<file path="src/rtl/sram_seq_pkg.sv">
package sram_seq_pkg;

  typedef enum logic [2:0] {
    PH_IDLE,
    PH_WSET,
    PH_WLOW,
    PH_WDRV,
    PH_WREC,
    PH_RSET,
    PH_RACC
  } phase_e;

  function automatic int max_of(input int a, input int b);
    return (a > b) ? a : b;
  endfunction

endpackage

</file>
<file path="src/rtl/sram_phase_timer.sv">
module sram_phase_timer #(
  parameter int CW = 4
) (
  input  logic          clk,
  input  logic          rst,
  input  logic          load,
  input  logic [CW-1:0] len_m1,
  output logic          last
);

  logic [CW-1:0] cnt;

  always_ff @(posedge clk) begin
    if (rst)             cnt <= '0;
    else if (load)       cnt <= len_m1;
    else if (cnt != '0)  cnt <= cnt - 1'b1;
  end

  assign last = (cnt == '0);

endmodule

</file>
<file path="src/rtl/sram_seq_fsm.sv">
module sram_seq_fsm
  import sram_seq_pkg::*;
#(
  parameter int T_SETUP  = 1,
  parameter int T_PULSE  = 2,
  parameter int T_DSETUP = 1,
  parameter int T_RECOV  = 1,
  parameter int T_ACCESS = 2,
  parameter int CW       = 4
) (
  input  logic          clk,
  input  logic          rst,
  input  logic          host_req,
  input  logic          host_wr,
  input  logic          tmr_last,
  output logic          tmr_load,
  output logic [CW-1:0] tmr_len_m1,
  output logic          accept,
  output logic          capture,
  output logic          busy,
  output logic          done,
  output logic          ce_n,
  output logic          oe_n,
  output logic          we_n,
  output logic          dq_oe
);

  phase_e phase, nxt;

  always_comb begin
    nxt = phase;
    unique case (phase)
      PH_IDLE: if (host_req) nxt = host_wr ? PH_WSET : PH_RSET;
      PH_WSET: if (tmr_last) nxt = PH_WLOW;
      PH_WLOW: if (tmr_last) nxt = PH_WDRV;
      PH_WDRV: if (tmr_last) nxt = PH_WREC;
      PH_WREC: if (tmr_last) nxt = PH_IDLE;
      PH_RSET: if (tmr_last) nxt = PH_RACC;
      PH_RACC: if (tmr_last) nxt = PH_IDLE;
      default: nxt = PH_IDLE;
    endcase
  end

  always_comb begin
    unique case (nxt)
      PH_WSET, PH_RSET: tmr_len_m1 = CW'(T_SETUP - 1);
      PH_WLOW:          tmr_len_m1 = CW'(T_PULSE - 1);
      PH_WDRV:          tmr_len_m1 = CW'(T_DSETUP - 1);
      PH_WREC:          tmr_len_m1 = CW'(T_RECOV - 1);
      PH_RACC:          tmr_len_m1 = CW'(T_ACCESS - 1);
      default:          tmr_len_m1 = '0;
    endcase
  end

  assign tmr_load = (nxt != phase);
  assign accept   = (phase == PH_IDLE) && host_req;
  assign capture  = (phase == PH_RACC) && tmr_last;
  assign busy     = (phase != PH_IDLE);

  always_ff @(posedge clk) begin
    if (rst) begin
      phase <= PH_IDLE;
      ce_n  <= 1'b1;
      oe_n  <= 1'b1;
      we_n  <= 1'b1;
      dq_oe <= 1'b0;
      done  <= 1'b0;
    end else begin
      phase <= nxt;
      ce_n  <= (nxt == PH_IDLE);
      oe_n  <= (nxt != PH_RACC);
      we_n  <= !((nxt == PH_WLOW) || (nxt == PH_WDRV));
      dq_oe <= (nxt == PH_WDRV);
      done  <= (phase != PH_IDLE) && (nxt == PH_IDLE);
    end
  end

  a_r5_we_oe_exclusive: assert property (@(posedge clk) disable iff (rst)
    !we_n |-> oe_n);
  a_r4_drive_needs_we_low: assert property (@(posedge clk) disable iff (rst)
    dq_oe |-> (!we_n && !ce_n));
  a_r4_drive_after_we_fall: assert property (@(posedge clk) disable iff (rst)
    $rose(dq_oe) |-> !$past(we_n));
  a_r4_release_with_we_rise: assert property (@(posedge clk) disable iff (rst)
    $rose(we_n) |-> !dq_oe);
  a_r3_ce_leads_we: assert property (@(posedge clk) disable iff (rst)
    $fell(we_n) |-> !$past(ce_n));
  a_r6_ce_held_in_recovery: assert property (@(posedge clk) disable iff (rst)
    $rose(we_n) |-> !ce_n);
  a_r7_read_quiet_write_side: assert property (@(posedge clk) disable iff (rst)
    !oe_n |-> (we_n && !dq_oe));
  a_r9_done_not_busy: assert property (@(posedge clk) disable iff (rst)
    done |-> !busy);

endmodule

</file>
<file path="src/rtl/sram_host_latch.sv">
module sram_host_latch #(
  parameter int AW = 17,
  parameter int DW = 8
) (
  input  logic          clk,
  input  logic          rst,
  input  logic          accept,
  input  logic          capture,
  input  logic [AW-1:0] host_addr,
  input  logic [DW-1:0] host_wdata,
  input  logic [DW-1:0] bus_in,
  output logic [AW-1:0] mem_addr,
  output logic [DW-1:0] mem_dq_out,
  output logic [DW-1:0] host_rdata
);

  always_ff @(posedge clk) begin
    if (rst) begin
      mem_addr   <= '0;
      mem_dq_out <= '0;
      host_rdata <= '0;
    end else begin
      if (accept) begin
        mem_addr   <= host_addr;
        mem_dq_out <= host_wdata;
      end
      if (capture) host_rdata <= bus_in;
    end
  end

endmodule

</file>
<file path="src/rtl/sram_seq_ctrl.sv">
module sram_seq_ctrl
  import sram_seq_pkg::*;
#(
  parameter int AW       = 17,
  parameter int DW       = 8,
  parameter int T_SETUP  = 1,
  parameter int T_PULSE  = 2,
  parameter int T_DSETUP = 1,
  parameter int T_RECOV  = 1,
  parameter int T_ACCESS = 2
) (
  input  logic          clk,
  input  logic          rst,
  input  logic          host_req,
  input  logic          host_wr,
  input  logic [AW-1:0] host_addr,
  input  logic [DW-1:0] host_wdata,
  output logic          host_busy,
  output logic          host_done,
  output logic [DW-1:0] host_rdata,
  output logic [AW-1:0] mem_addr,
  output logic          mem_ce_n,
  output logic          mem_oe_n,
  output logic          mem_we_n,
  output logic          mem_dq_oe,
  output logic [DW-1:0] mem_dq_out,
  input  logic [DW-1:0] mem_dq_in
);

  localparam int T_MAX = max_of(max_of(max_of(T_SETUP, T_PULSE), max_of(T_DSETUP, T_RECOV)), T_ACCESS);
  localparam int CW    = (T_MAX < 2) ? 1 : $clog2(T_MAX);

  logic          tmr_load, tmr_last, accept, capture;
  logic [CW-1:0] tmr_len_m1;

  sram_phase_timer #(.CW(CW)) i_timer (
    .clk    (clk),
    .rst    (rst),
    .load   (tmr_load),
    .len_m1 (tmr_len_m1),
    .last   (tmr_last)
  );

  sram_seq_fsm #(
    .T_SETUP (T_SETUP),
    .T_PULSE (T_PULSE),
    .T_DSETUP(T_DSETUP),
    .T_RECOV (T_RECOV),
    .T_ACCESS(T_ACCESS),
    .CW      (CW)
  ) i_fsm (
    .clk       (clk),
    .rst       (rst),
    .host_req  (host_req),
    .host_wr   (host_wr),
    .tmr_last  (tmr_last),
    .tmr_load  (tmr_load),
    .tmr_len_m1(tmr_len_m1),
    .accept    (accept),
    .capture   (capture),
    .busy      (host_busy),
    .done      (host_done),
    .ce_n      (mem_ce_n),
    .oe_n      (mem_oe_n),
    .we_n      (mem_we_n),
    .dq_oe     (mem_dq_oe)
  );

  sram_host_latch #(.AW(AW), .DW(DW)) i_latch (
    .clk       (clk),
    .rst       (rst),
    .accept    (accept),
    .capture   (capture),
    .host_addr (host_addr),
    .host_wdata(host_wdata),
    .bus_in    (mem_dq_in),
    .mem_addr  (mem_addr),
    .mem_dq_out(mem_dq_out),
    .host_rdata(host_rdata)
  );

  // the address may only move while chip enable is high
  a_r3_addr_held_under_ce: assert property (@(posedge clk) disable iff (rst)
    (!mem_ce_n && !$past(mem_ce_n)) |-> $stable(mem_addr));
  // no new operation can load while the block is busy
  a_r2_addr_still_when_busy: assert property (@(posedge clk) disable iff (rst)
    ($past(host_busy) && host_busy) |-> $stable(mem_addr));

endmodule

</file>
<file path="config.mk">
export PLATFORM = sky130hd
export DESIGN_NAME = sram_seq_ctrl
export DESIGN_NICKNAME = d
export VERILOG_FILES = /design/src/rtl/sram_seq_pkg.sv /design/src/rtl/sram_phase_timer.sv /design/src/rtl/sram_seq_fsm.sv /design/src/rtl/sram_host_latch.sv /design/src/rtl/sram_seq_ctrl.sv
export SDC_FILE = /design/constraint.sdc
export NUM_CORES = 1
export LEC_CHECK = 0
export BUFFER_PORTS_ARGS = -buffer_cell sky130_fd_sc_hd__buf_2
export CAP_MARGIN = 20
export CORE_MARGIN = 10
export CORE_UTILIZATION = 40
export CTS_BUF_LIST = sky130_fd_sc_hd__clkbuf_4 sky130_fd_sc_hd__clkbuf_8 sky130_fd_sc_hd__clkbuf_16
export CTS_CLUSTER_DIAMETER = 40
export DETAILED_ROUTE_END_ITERATION = 8
export PLACE_DENSITY_LB_ADDON = 0.12
export SLEW_MARGIN = 10
export SYNTH_ARGS = -nofsm -noshare
export SYNTH_HDL_FRONTEND = slang
export SYNTH_HIERARCHICAL = 1
export SYNTH_SLANG_ARGS = --single-unit
</file>
<file path="constraint.sdc">
create_clock -name clk -period 3.6 [get_ports clk]
set_input_delay 0.9 -clock clk [delete_from_list [all_inputs] [get_ports clk]]
set_output_delay 0.9 -clock clk [all_outputs]
set_load 0.01 [all_outputs]
</file>
* After elaboration in Yosys (flattened, before gate mapping) *
Index checks and enable logic that the tools add are counted.

cells by class
  equality and inequality tests = 11
  $add $sub $neg = 1
  mux-type cells = 11
  reductions and logical operators = 10
  bitwise operators = 1

operator list
  cell                                                              count
  3-bit two-way mux                                                 7
  3-bit one-hot mux with 6 select lines                             1
  3-bit by 2-bit == test with 1-bit output (second input constant)  4
  3-bit == test (second input constant)                             4
  3-bit zero test                                                   2
  2-bit OR reduction                                                2
  3-bit by 1-bit == test with 1-bit output (second input constant)  1
  1-bit logical AND                                                 3
  1-bit two-way mux                                                 3
  3-bit inequality test                                             1
  3-bit inequality test (second input constant)                     1
  3-bit nonzero test                                                1
  1-bit zero test                                                   1
  1-bit logical OR                                                  1
  1-bit NOT                                                         1
  1-bit subtractor (second input constant)                          1

storage, ports and cells
  output and inout port bits = 39
  input port bits = 37
  register bits after elaboration = 42
  word-level logic and storage cells = 44

* Logic depth before layout (Yosys ltp) *
Gate-level depths: netlist of the first run.

  word-level depth = 7
  gate-level depth with buffers = 7
  depth with buffers taken out = 5

* Hierarchy *
The synthesis of the first run kept the hierarchy.

by module, submodules not included
  module            area each (sq um)  times used  cells each  sequential area each (sq um)
  sram_host_latch   1,191.1            1           107         660.6
  sram_seq_fsm      452.9              1           50          160.2
  sram_phase_timer  32.5               1           3           20.0

* Worst setup path before layout of the first run *
Ideal clock, no wire load.

  kind = input -> register
  start point = input host_req
  end point = register i_latch.mem_addr[0]
  data required time = 3,472 ps
  library setup time = 128 ps
  stages on the path = 6
  buffers on the path = 2
  data arrival time = 1,896 ps
  path slack = 1,577 ps
  cell sequence = or3b_4 > nor2_1 > buf_6 > buf_12 > mux2i_1 > nor2_1

on the way
  cells in the longest elaborated chain, start to end = 1

RTL lines
  item                    line                   text
  start: declaration      sram_seq_ctrl.sv:14    input logic host_req,
  1-bit logical AND       sram_seq_fsm.sv:56     assign accept = (phase == PH_IDLE) && host_req;
  named net accept        sram_seq_ctrl.sv:33    logic tmr_load, tmr_last, accept, capture;
  end signal: assignment  sram_host_latch.sv:24  mem_addr <= host_addr;
  end: declaration        sram_host_latch.sv:12  output logic [AW-1:0] mem_addr,

The timed path passes the listed nets, and every way through them passes these cells.
A chain may end at the register's enable or synchronous reset.

* Worst setup path after layout of the first run *
  start point = register i_fsm.phase[1]
  end point = output host_busy

on the way
  cells in the longest elaborated chain, start to end = 1

RTL lines
  item                      line                 text
  start: declaration        sram_seq_fsm.sv:28   phase_e phase, nxt;
  start signal: assignment  sram_seq_fsm.sv:69   phase <= nxt;
  3-bit nonzero test        sram_seq_fsm.sv:58   assign busy = (phase != PH_IDLE);
  end: declaration          sram_seq_ctrl.sv:18  output logic host_busy,

Every way passes these cells.

==> flow_metrics.py, run 1 <==
metrics = {
    "grt": {
        "grt_util_met3_pct": 6.67,
        "grt_use_total_pct": 11.4,
        "met2_usage_pct": 17.8,
        "grt_pass1_wl_um": 6860,
        "gr-max-usage-layer": "met2",
        "grt_max_degree": 42,
        "grt_pass1_vias": 1377,
        "antenna_found_initial": 0,
        "grtUsageMet1_pct": 12.9,
        "grt_overflow": 0,
    },
    "routing": {
        "wire_per_inst_um": 14.3,
        "wl_um": 4000,
        "vias": 1313,
        "drt_iter0_drc": 29,
        "drc": 0,
        "ant_nets": 0,
        "viasPerCell": 4.69,
        "drtPass1Iterations": 4,
    },
    "logic_synthesis": {
        "synth_compound_area_share_pct": 6.49,
        "synth_seq_area_share_pct": 50.1,
        "dominantRegCellSynth": "dfxtp_1",
        "syn_area_per_cell_um2": 10.5,
        "syn-cell-area_um2": 1680,
        "synth_async_sr_flop_share_pct": 0,
        "synth_cell_types": 35,
        "yosys.area_share.simple_pct": 15.2,
        "ys.warnings.count": 6,
        "synth_cells": 160,
        "yosys.area_share.adder_pct": 0,
        "synth_mux_area_share_pct": 20.3,
        "synth_top_family_by_area": "multiplexers",
        "synthXorXnorAreaFrac_pct": 0.522,
        "synth_edf_count": 0,
        "syn_nets": 197,
        "ys_ff_latch": 42,
    },
    "clock_network": {
        "cts_tree": "built",
        "cts_buffer_depth": 2,
        "htree_levels": 2,
        "postCtsHoldBufs": 0,
        "cts_made_buffers": 5,
        "postCtsResizedCells": 0,
        "clk_pin_slew_ns": 0.07,
        "postCtsSetupRepairBufs": 0,
        "cts_sinks": 42,
        "insertion_delay_ns": 0.28,
        "cts-root-buf": "clkbuf_8",
    },
    "sta": {
        "timing.final.hold_violations": 0,
        "period_share_pct": 62.1,
        "tightest_slew_ns": 0.693,
        "fmax_mhz": 447,
        "rsz0062_at_grt": "false",
        "finalClockSkew_ns": 0.00326,
        "relSlewSlack_pct": 53.8,
        "finalCriticalPeriod_ns": 2.23,
        "setup_viol": 0,
        "final.setup.tns_ns": 0,
        "drv_slew": 0,
    },
    "outcome": {
        "outcome": "complete, no violations",
    },
    "power_and_ir_drop": {
        "swShare_pct": 27.6,
        "power_density_nw_per_um2": 515,
        "clkPwrFrac_pct": 28.6,
        "power_leakage_nw": 1.00,
        "power.total_mw": 1.08,
        "power_frac_seq_pct": 50.3,
        "combPwrFrac_pct": 21.1,
        "ir_drop_mv": 0.192,
        "power_switching_uw": 299,
        "intPower_uw": 783,
    },
    "cells_and_area": {
        "fillCellCount": 391,
        "nets": 266,
        "area_growth_pct": 25.3,
        "finalInstanceArea_um2": 2100,
        "n_antenna_cell": 0,
        "layout-drive-gt1-share_pct": 38.3,
    },
    "run": {
        "drv_cap": 0,
    },
    "place": {
        "globalplace.congestion": 0.748,
        "port_buffers": 75,
        "placed_area_um2": 2010,
        "dp_hpwl_um": 3030,
    },
    "hold_path": {
        "hp-class": "reg2reg",
    },
    "critical_path": {
        "cp-start-kind": "register",
        "critPathCaptureType": "output port",
        "crit_arrival_ns": 1.33,
        "crit_path_max_fanout": 17,
        "required_ns": 2.70,
        "path_class": "reg2out",
    },
    "die": {
        "dieArea_um2": 7180,
        "start_util_pct": 41.6,
        "chipHeight_um": 84.7,
        "rows": 23,
        "die_w_um": 84.7,
        "core_area_um2": 4030,
        "pin_count": 76,
    },
}
## worst max-delay path: stages (launching register included)
cell	delay, ns
dfxtp_1	0.49
or3_1	0.42
buf_2	0.14
## synthesized netlist by cell type, drive strengths merged (2+ instances only)
library cell / number / area [um2]
nor2: 34 / 128
o21ai: 2 / 10.0
clkbuf: 3 / 11.3
buf: 11 / 108
a21oi: 6 / 33.8
nand2: 2 / 7.51
dfxtp: 42 / 841
nand3b: 2 / 15.0
nor4b: 2 / 17.5
nor3b: 2 / 15.0
mux2i: 34 / 340
## worst paths after layout
check / to / slack, ns / start / cells after the start
worst max-delay path: host_busy / 1.37 / i_fsm/phase[1] / 2
worst min-delay path: i_latch/host_rdata[4] / 0.48 / i_latch/host_rdata[4] / 2
worst max register to register: i_latch/mem_dq_out[3] / 1.72 / i_fsm/phase[0] / 5
worst min register to register: i_latch/host_rdata[4] / 0.48 / i_latch/host_rdata[4] / 2
## registers in the layout (all words and copies together), names as in the netlist
register and count:
i_fsm/we_n 1, i_timer/cnt 1, i_fsm/phase 3, i_fsm/ce_n 1
i_latch/host_rdata 8, i_fsm/done 1, i_latch/mem_dq_out 8, i_latch/mem_addr 17
i_fsm/oe_n 1, i_fsm/dq_oe 1
## stage by stage
step / utilization [%] / hold slack [ns] / worst slack (ns) / instances
after floorplan: - / 0.531 / 1.58 / 160
after global placement: 49.8 / 0.466 / 1.31 / 272
after detailed placement: 49.8 / 0.477 / 1.26 / 272
after CTS: 52.1 / 0.495 / 1.35 / 280
after global routing: 52.1 / 0.527 / 1.28 / 280
final: 52.1 / 0.485 / 1.37 / 280
## cell usage in the layout (no fill, tap or decap)
cell | netlist | final
buf_2 | 3 | 75
dfxtp_1 | 42 | 42
mux2i_1 | 34 | 34
nor2_1 | 34 | 33
clkbuf_8 | 0 | 6
a21oi_1 | 5 | 5
nand2_1 | 2 | 2
o21ai_0 | 2 | 2
nand3b_1 | 2 | 2
nor3b_1 | 2 | 2
nor4b_1 | 2 | 2
clkinv_2 | 0 | 1
clkbuf_4 | 0 | 1
or3_1 | 1 | 1
or3b_4 | 1 | 1
a21o_1 | 1 | 1
o211ai_1 | 1 | 1
nor2_2 | 0 | 1
and4b_1 | 1 | 1
nand2b_1 | 1 | 1
o22ai_1 | 1 | 1
nor3_1 | 1 | 1
and2_1 | 1 | 1
nor2b_1 | 1 | 1
a31oi_1 | 1 | 1
o21bai_1 | 1 | 1
o21a_1 | 1 | 1
a211oi_2 | 1 | 1
nand3_1 | 1 | 1
xnor2_1 | 1 | 1
or2b_1 | 1 | 1
a21oi_2 | 1 | 1
o21ba_1 | 1 | 1
buf_4 | 4 | 1
inv_1 | 1 | 1
and3b_1 | 1 | 1
## kinds of logic after synthesis
kind of cell / count (synthesis)
AO/OA/AOI/OAI: 16
XOR/XNOR: 1
multiplexers: 34
flip-flops: 42
buffers and inverters: 15
AND/OR/NAND/NOR: 52
## power groups by stage
stage	registers [mW]	logic [mW]	clock network (mW)
after global routing	0.553	0.257	0.349
after detailed placement	0.555	0.233	0
after floorplan	0.554	0.179	0
final	0.544	0.229	0.310
after CTS	0.544	0.234	0.325
after global placement	0.552	0.227	0
## routing by layer
metal  share of wire (%)  up-vias
met1                  42      580
met5                   0        -
met3                  11        7
met2                  46       49
met4                 1.1        0
li1                    -      677
## layout make-up
class / instances / area (um2) / area share, %
Tap cell: 50 / 62.6 / 2.98
Inverter: 1 / 3.75 / 0.179
Multi-Input combinational cell: 103 / 716 / 34.1
Clock buffer: 7 / 90.1 / 4.29
Timing Repair Buffer: 76 / 383 / 18.2
Clock inverter: 1 / 5.00 / 0.238
Sequential cell: 42 / 841 / 40.0
No activity file was read; power rests on OpenSTA's default activity.
==> inputs of run 2 (changes only) <==
- ABC_AREA: not set -> 1
- clock period: 3.6 -> 2 ns (I/O delays scaled with it)
==> run 2 against run 1 <==
Synthesized area up 10%; wire length up 9.5%; core utilization up 0.38 points; clock power increased by 84%; sequential power rose by 130%.
==> flow_metrics.py, run 2 <==
metrics = {
    "outcome": {
        "outcome": "complete, no violations",
    },
    "grt": {
        "grt_pass1_vias": 1593,
        "grt_use_total_pct": 11.2,
        "grt_overflow": 0,
        "grt_pass1_wl_um": 7000,
        "antenna_found_initial": 0,
        "grt_max_degree": 51,
    },
    "clock_network": {
        "cts_buffer_depth": 2,
        "cts_sinks": 42,
        "cts_made_buffers": 5,
        "cts_tree": "built",
        "cts-root-buf": "clkbuf_8",
        "postCtsSetupRepairBufs": 0,
        "clk_pin_slew_ns": 0.07,
        "postCtsResizedCells": 0,
        "htree_levels": 2,
        "postCtsHoldBufs": 0,
        "insertion_delay_ns": 0.29,
    },
    "cells_and_area": {
        "fillCellCount": 486,
        "layout-drive-gt1-share_pct": 33.3,
        "n_antenna_cell": 0,
        "nets": 378,
        "largest_reg_flops": 17,
        "top_register": "i_latch/mem_addr",
        "final_common_cell": "nand2_1",
        "area_growth_pct": 25.6,
        "final_cell_mix": "nand2_1 (78), buf_2 (75), nor2_1 (53)",
        "reg_top3": "i_latch/mem_addr (17), i_latch/host_rdata (8), i_latch/mem_dq_out (8)",
    },
    "critical_path": {
        "critPathCaptureType": "output port",
        "required_ns": 1.50,
        "crit_arrival_ns": 1.17,
        "r2r_end": "i_timer/cnt",
        "r2r_setup_slack_ns": 0.64,
        "worstSetupStartpoint": "i_fsm/phase[2]",
        "critical_path.slowest_cell": "dfxtp_1",
        "crit_path_max_fanout": 7,
        "worstPathCellList": "inv_1, nand3_2, buf_2",
        "path_class": "reg2out",
        "timing.rr.start": "i_fsm/phase[2]",
        "cp-start-kind": "register",
        "endpoint": "host_busy",
        "r2r_cells": 8,
        "critPathMaxStageDelay_ns": 0.45,
    },
    "logic_synthesis": {
        "syn-cell-area_um2": 1850,
        "synth_async_sr_flop_share_pct": 0,
        "syn_area_per_cell_um2": 6.89,
        "synth_top_area_share_pct": 45.6,
        "syn_nets": 305,
        "synth_area_leaders": "dfxtp_1 (46%), nand2_1 (16%), nor2_1 (11%), inv_1 (8.1%), nor2_2 (8.1%)",
        "synth_area_leader_cell": "dfxtp_1",
        "synth_common_cells": "nand2_1 (78), nor2_1 (54), dfxtp_1 (42)",
        "ys_ff_latch": 42,
        "synth_edf_count": 0,
        "synth_cell_types": 18,
        "synth_cells": 268,
        "dominantRegCellSynth": "dfxtp_1",
        "synth_seq_area_share_pct": 45.6,
        "synth.most_common_cell": "nand2_1",
        "ys.warnings.count": 6,
    },
    "die": {
        "pin_count": 76,
        "start_util_pct": 41.8,
        "rows": 24,
        "die_w_um": 87.9,
        "core_area_um2": 4410,
        "chipHeight_um": 87.9,
        "dieArea_um2": 7730,
    },
    "sta": {
        "timing.final.hold_violations": 0,
        "finalCriticalPeriod_ns": 1.67,
        "final.setup.tns_ns": 0,
        "tightest_slew_ns": 0.544,
        "rsz0062_at_grt": "false",
        "finalClockSkew_ns": 0.00312,
        "relSlewSlack_pct": 63.7,
        "fin_hold_ws_ns": 0.470,
        "period_share_pct": 83.7,
        "setup_viol": 0,
        "fmax_mhz": 598,
        "drv_slew": 0,
    },
    "place": {
        "dp_hpwl_um": 3250,
        "port_buffers": 75,
        "globalplace.congestion": 0.811,
    },
    "routing": {
        "wl_um": 4380,
        "viasPerCell": 4.30,
        "drt_iter0_drc": 49,
        "vias": 1693,
        "drtPass1Iterations": 4,
        "ant_nets": 0,
        "wire_per_inst_um": 11.1,
        "drc": 0,
    },
    "run": {
        "drv_cap": 0,
    },
    "hold_path": {
        "hp-class": "reg2reg",
    },
    "power_and_ir_drop": {
        "power_leakage_nw": 1.30,
        "power.total_mw": 3.31,
        "power_density_nw_per_um2": 1430,
        "ir_drop_mv": 0.702,
    },
}
## run 2: kinds of logic (layout without fill, tap and decap cells)
group / Yosys count / count (layout) / share of synthesized area, %
compound gates: 8 / 8 / 2.51
fa+ha+maj: 1 / 1 / 0.542
buf+inv: 53 / 127 / 13.8
flops: 42 / 42 / 45.6
simple gates: 164 / 164 / 37.6
## run 2: layer usage
layer	share of wire (%)	global-route usage, %
met1	44	12.6
met2	45	18.5
met3	8.7	4.64
met4	1.6	4.35
met5	0	0
## run 2: how the worst min path moves through the flow
stage | depth (start not counted) | slack (ns) | from | to
after floorplan | 2 | 0.49 | i_latch/host_rdata[0] | i_latch/host_rdata[0]
after global placement | 2 | 0.45 | i_latch/mem_addr[13] | i_latch/mem_addr[13]
after detailed placement | 2 | 0.46 | i_latch/mem_addr[13] | i_latch/mem_addr[13]
after CTS | 2 | 0.46 | rst | i_timer/cnt
after global routing | 2 | 0.47 | rst | i_timer/cnt
final | 2 | 0.47 | i_latch/mem_addr[13] | i_latch/mem_addr[13]
## run 2: final cells by class
class | count | area [um2] | share of cell area [%]
sequential | 42 | 841 | 36.3
multi-input combinational | 173 | 757 | 32.6
timing repair buffer | 77 | 403 | 17.4
inverter | 42 | 158 | 6.80
clock buffer | 7 | 90.1 | 3.89
tap | 52 | 65.1 | 2.81
clock inverter | 1 | 5.00 | 0.216
## run 2: critical path, delay by kind of cell (launching register included)
family,cells,cell delay (ns)
and+or+nand+nor,1,0.15
buffers and inverters,2,0.28
DFF,1,0.45
## run 2: per-stage QoR
step | utilization [%] | area (um2) | cells | worst slack (ns)
after floorplan | - | 1850 | 268 | 0.752
after global placement | 50.4 | 2220 | 386 | 0.586
after detailed placement | 50.4 | 2220 | 386 | 0.574
after CTS | 52.5 | 2320 | 394 | 0.317
after global routing | 52.5 | 2320 | 394 | 0.265
final | 52.5 | 2320 | 394 | 0.327
## run 2: where the power goes
part / internal (mW) / switching (mW) / total (mW)
sequential: 1.10 / 0.141 / 1.25
combinational: 0.578 / 0.917 / 1.49
clock: 0.292 / 0.278 / 0.570
total: 1.97 / 1.34 / 3.31
==> inputs of run 3 (changes only) <==
- clock period: 2 -> 1.36 ns (I/O delays scaled with it)
==> run 3 against run 2 <==
Global-route usage grew 0.64 points; sequential share of layout area down 1.6 points; via count rose by 0.95%; setup slack lost 0.27 ns; critical path depth is the same; hold slack got worse by 0.14 ns; largest power group unchanged; clock skew up 0.0030 ns; highest routed layer unchanged; sequential power is 48% higher; wire length increased by 2.3%; combinational power grew 66%.
==> flow_metrics.py, run 3 (same netlist as run 2, synthesis figures left out) <==
metrics = {
    "outcome": {
        "outcome": "complete, no violations",
    },
    "sta": {
        "fmax_mhz": 767,
        "tightest_slew_ns": 0.209,
        "drv_slew": 0,
        "period_share_pct": 95.9,
        "rsz0062_at_grt": "false",
        "final.setup.tns_ns": 0,
        "fin_ws_ns": 0.0556,
        "finalClockSkew_ns": 0.00609,
        "finalCriticalPeriod_ns": 1.30,
        "setup_viol": 0,
        "timing.final.hold_violations": 0,
        "relSlewSlack_pct": 86.0,
    },
    "clock_network": {
        "cts_sinks": 42,
        "htree_levels": 2,
        "cts_tree": "built",
        "cts-root-buf": "clkbuf_8",
        "insertion_delay_ns": 0.29,
        "cts_made_buffers": 5,
        "cts_buffer_depth": 2,
        "clk_pin_slew_ns": 0.08,
    },
    "die": {
        "start_util_pct": 41.8,
        "dieArea_um2": 7730,
        "core_area_um2": 4410,
        "chipHeight_um": 87.9,
        "pin_count": 76,
        "die_w_um": 87.9,
        "rows": 24,
    },
    "routing": {
        "ant_nets": 0,
        "wire_per_inst_um": 11.1,
        "drtPass1Iterations": 4,
        "drc": 0,
        "drt_iter0_drc": 62,
        "viasPerCell": 4.24,
        "wl_um": 4480,
        "vias": 1709,
    },
    "hold_path": {
        "hp-class": "in2reg",
    },
    "critical_path": {
        "critPathMaxStageDelay_ns": 0.36,
        "cp-start-kind": "register",
        "critical_path.slowest_cell": "dfxtp_2",
        "r2r_setup_slack_ns": 0.10,
        "crit_path_max_fanout": 5,
        "path_class": "reg2out",
        "worstPathCellList": "inv_4, nand3_4, buf_6",
        "crit_arrival_ns": 0.96,
        "required_ns": 1.02,
        "critPathCaptureType": "output port",
    },
    "power_and_ir_drop": {
        "clkPwrFrac_pct": 18.1,
        "combPwrFrac_pct": 46.9,
        "swShare_pct": 39.0,
        "power_leakage_nw": 1.36,
        "intPower_mw": 3.23,
        "ir_drop_mv": 1.14,
        "power_frac_seq_pct": 35.0,
        "power_density_nw_per_um2": 2170,
        "power_switching_mw": 2.06,
    },
    "cells_and_area": {
        "n_antenna_cell": 0,
        "final_cell_mix": "nand2_1 (78), buf_2 (74), nor2_1 (52)",
        "final_common_cell": "nand2_1",
        "reg_top3": "i_latch/mem_addr (17), i_latch/host_rdata (8), i_latch/mem_dq_out (8)",
        "nets": 387,
        "layout-drive-gt1-share_pct": 37.0,
        "largest_reg_flops": 17,
        "fin_util_pct": 55.2,
        "top_register": "i_latch/mem_addr",
        "area_growth_pct": 32.1,
    },
    "grt": {
        "antenna_found_initial": 0,
        "grt_pass1_vias": 1692,
        "grt_max_degree": 51,
        "grt_overflow": 0,
        "grt_pass1_wl_um": 7330,
        "grt_use_total_pct": 11.8,
    },
    "place": {
        "port_buffers": 75,
        "place_ws_ns": 0.0487,
        "globalplace.congestion": 0.848,
        "dp_hpwl_um": 3260,
    },
    "run": {
        "drv_cap": 0,
    },
}
## run 3: cell types whose count changed in the layout (fill, tap and decap cells not counted), sizes merged
cell and delta:
buf +9, bufinv +1, clkbuf -2, clkinv +1
## run 3: power groups by stage
stage	Sequential (mW)	Clock [mW]	Combinational, mW
global placement	1.84	0	2.27
finish	1.85	0.958	2.48
CTS	1.84	1.01	2.42
global route	1.89	1.04	2.81
detailed placement	1.84	0	2.28
floorplan	2.01	0	1.47
## run 3: final timing paths
check                           depth (start not counted)                 start                    end
worst max-delay path                                    3        i_fsm/phase[1]              host_busy
worst max register to register                          8        i_fsm/phase[1]             i_fsm/oe_n
worst min register to register                          2  i_latch/mem_addr[15]   i_latch/mem_addr[15]
worst min-delay path                                    5          mem_dq_in[2]  i_latch/host_rdata[2]
## run 3: per-stage QoR
stage                     cell area [um2]  instances  hold slack [ns]  power [mW]
after floorplan                      1850        268            0.407        3.48
after global placement               2270        390            0.452        4.10
after detailed placement             2270        390            0.459        4.13
after CTS                            2410        400            0.320        5.27
after global routing                 2440        403            0.337        5.74
final                                2440        403            0.333        5.29
## run 3: worst max-delay path: cells and delay by family (launching register included)
kind / cells / cell delay, ns
AND/OR/NAND/NOR: 1 / 0.09
buffers and inverters: 2 / 0.21
flip-flops: 1 / 0.36
## run 3: routing by layer
layer	wire (um)	up-vias	GRT usage (%)
met5	0	-	0
met4	65	0	5.80
met3	406	7	5.29
met2	2150	45	20.4
met1	1860	714	11.9
li1	-	943	-
## run 3: final cells by class
type,instances,area (um2)
Fill cell,448,1980
Sequential cell,42,845
Multi-Input combinational cell,173,767
Timing Repair Buffer,86,489
Inverter,42,163
Clock buffer,5,68.8
Tap cell,52,65.1
Clock inverter,3,40.0
## run 3: repair_timing
action,in CTS,in global routing
pin swaps,0,2
hold buffers,0,0
setup endpoints to repair,1,2
setup buffers,2,3
gates resized for setup,8,4
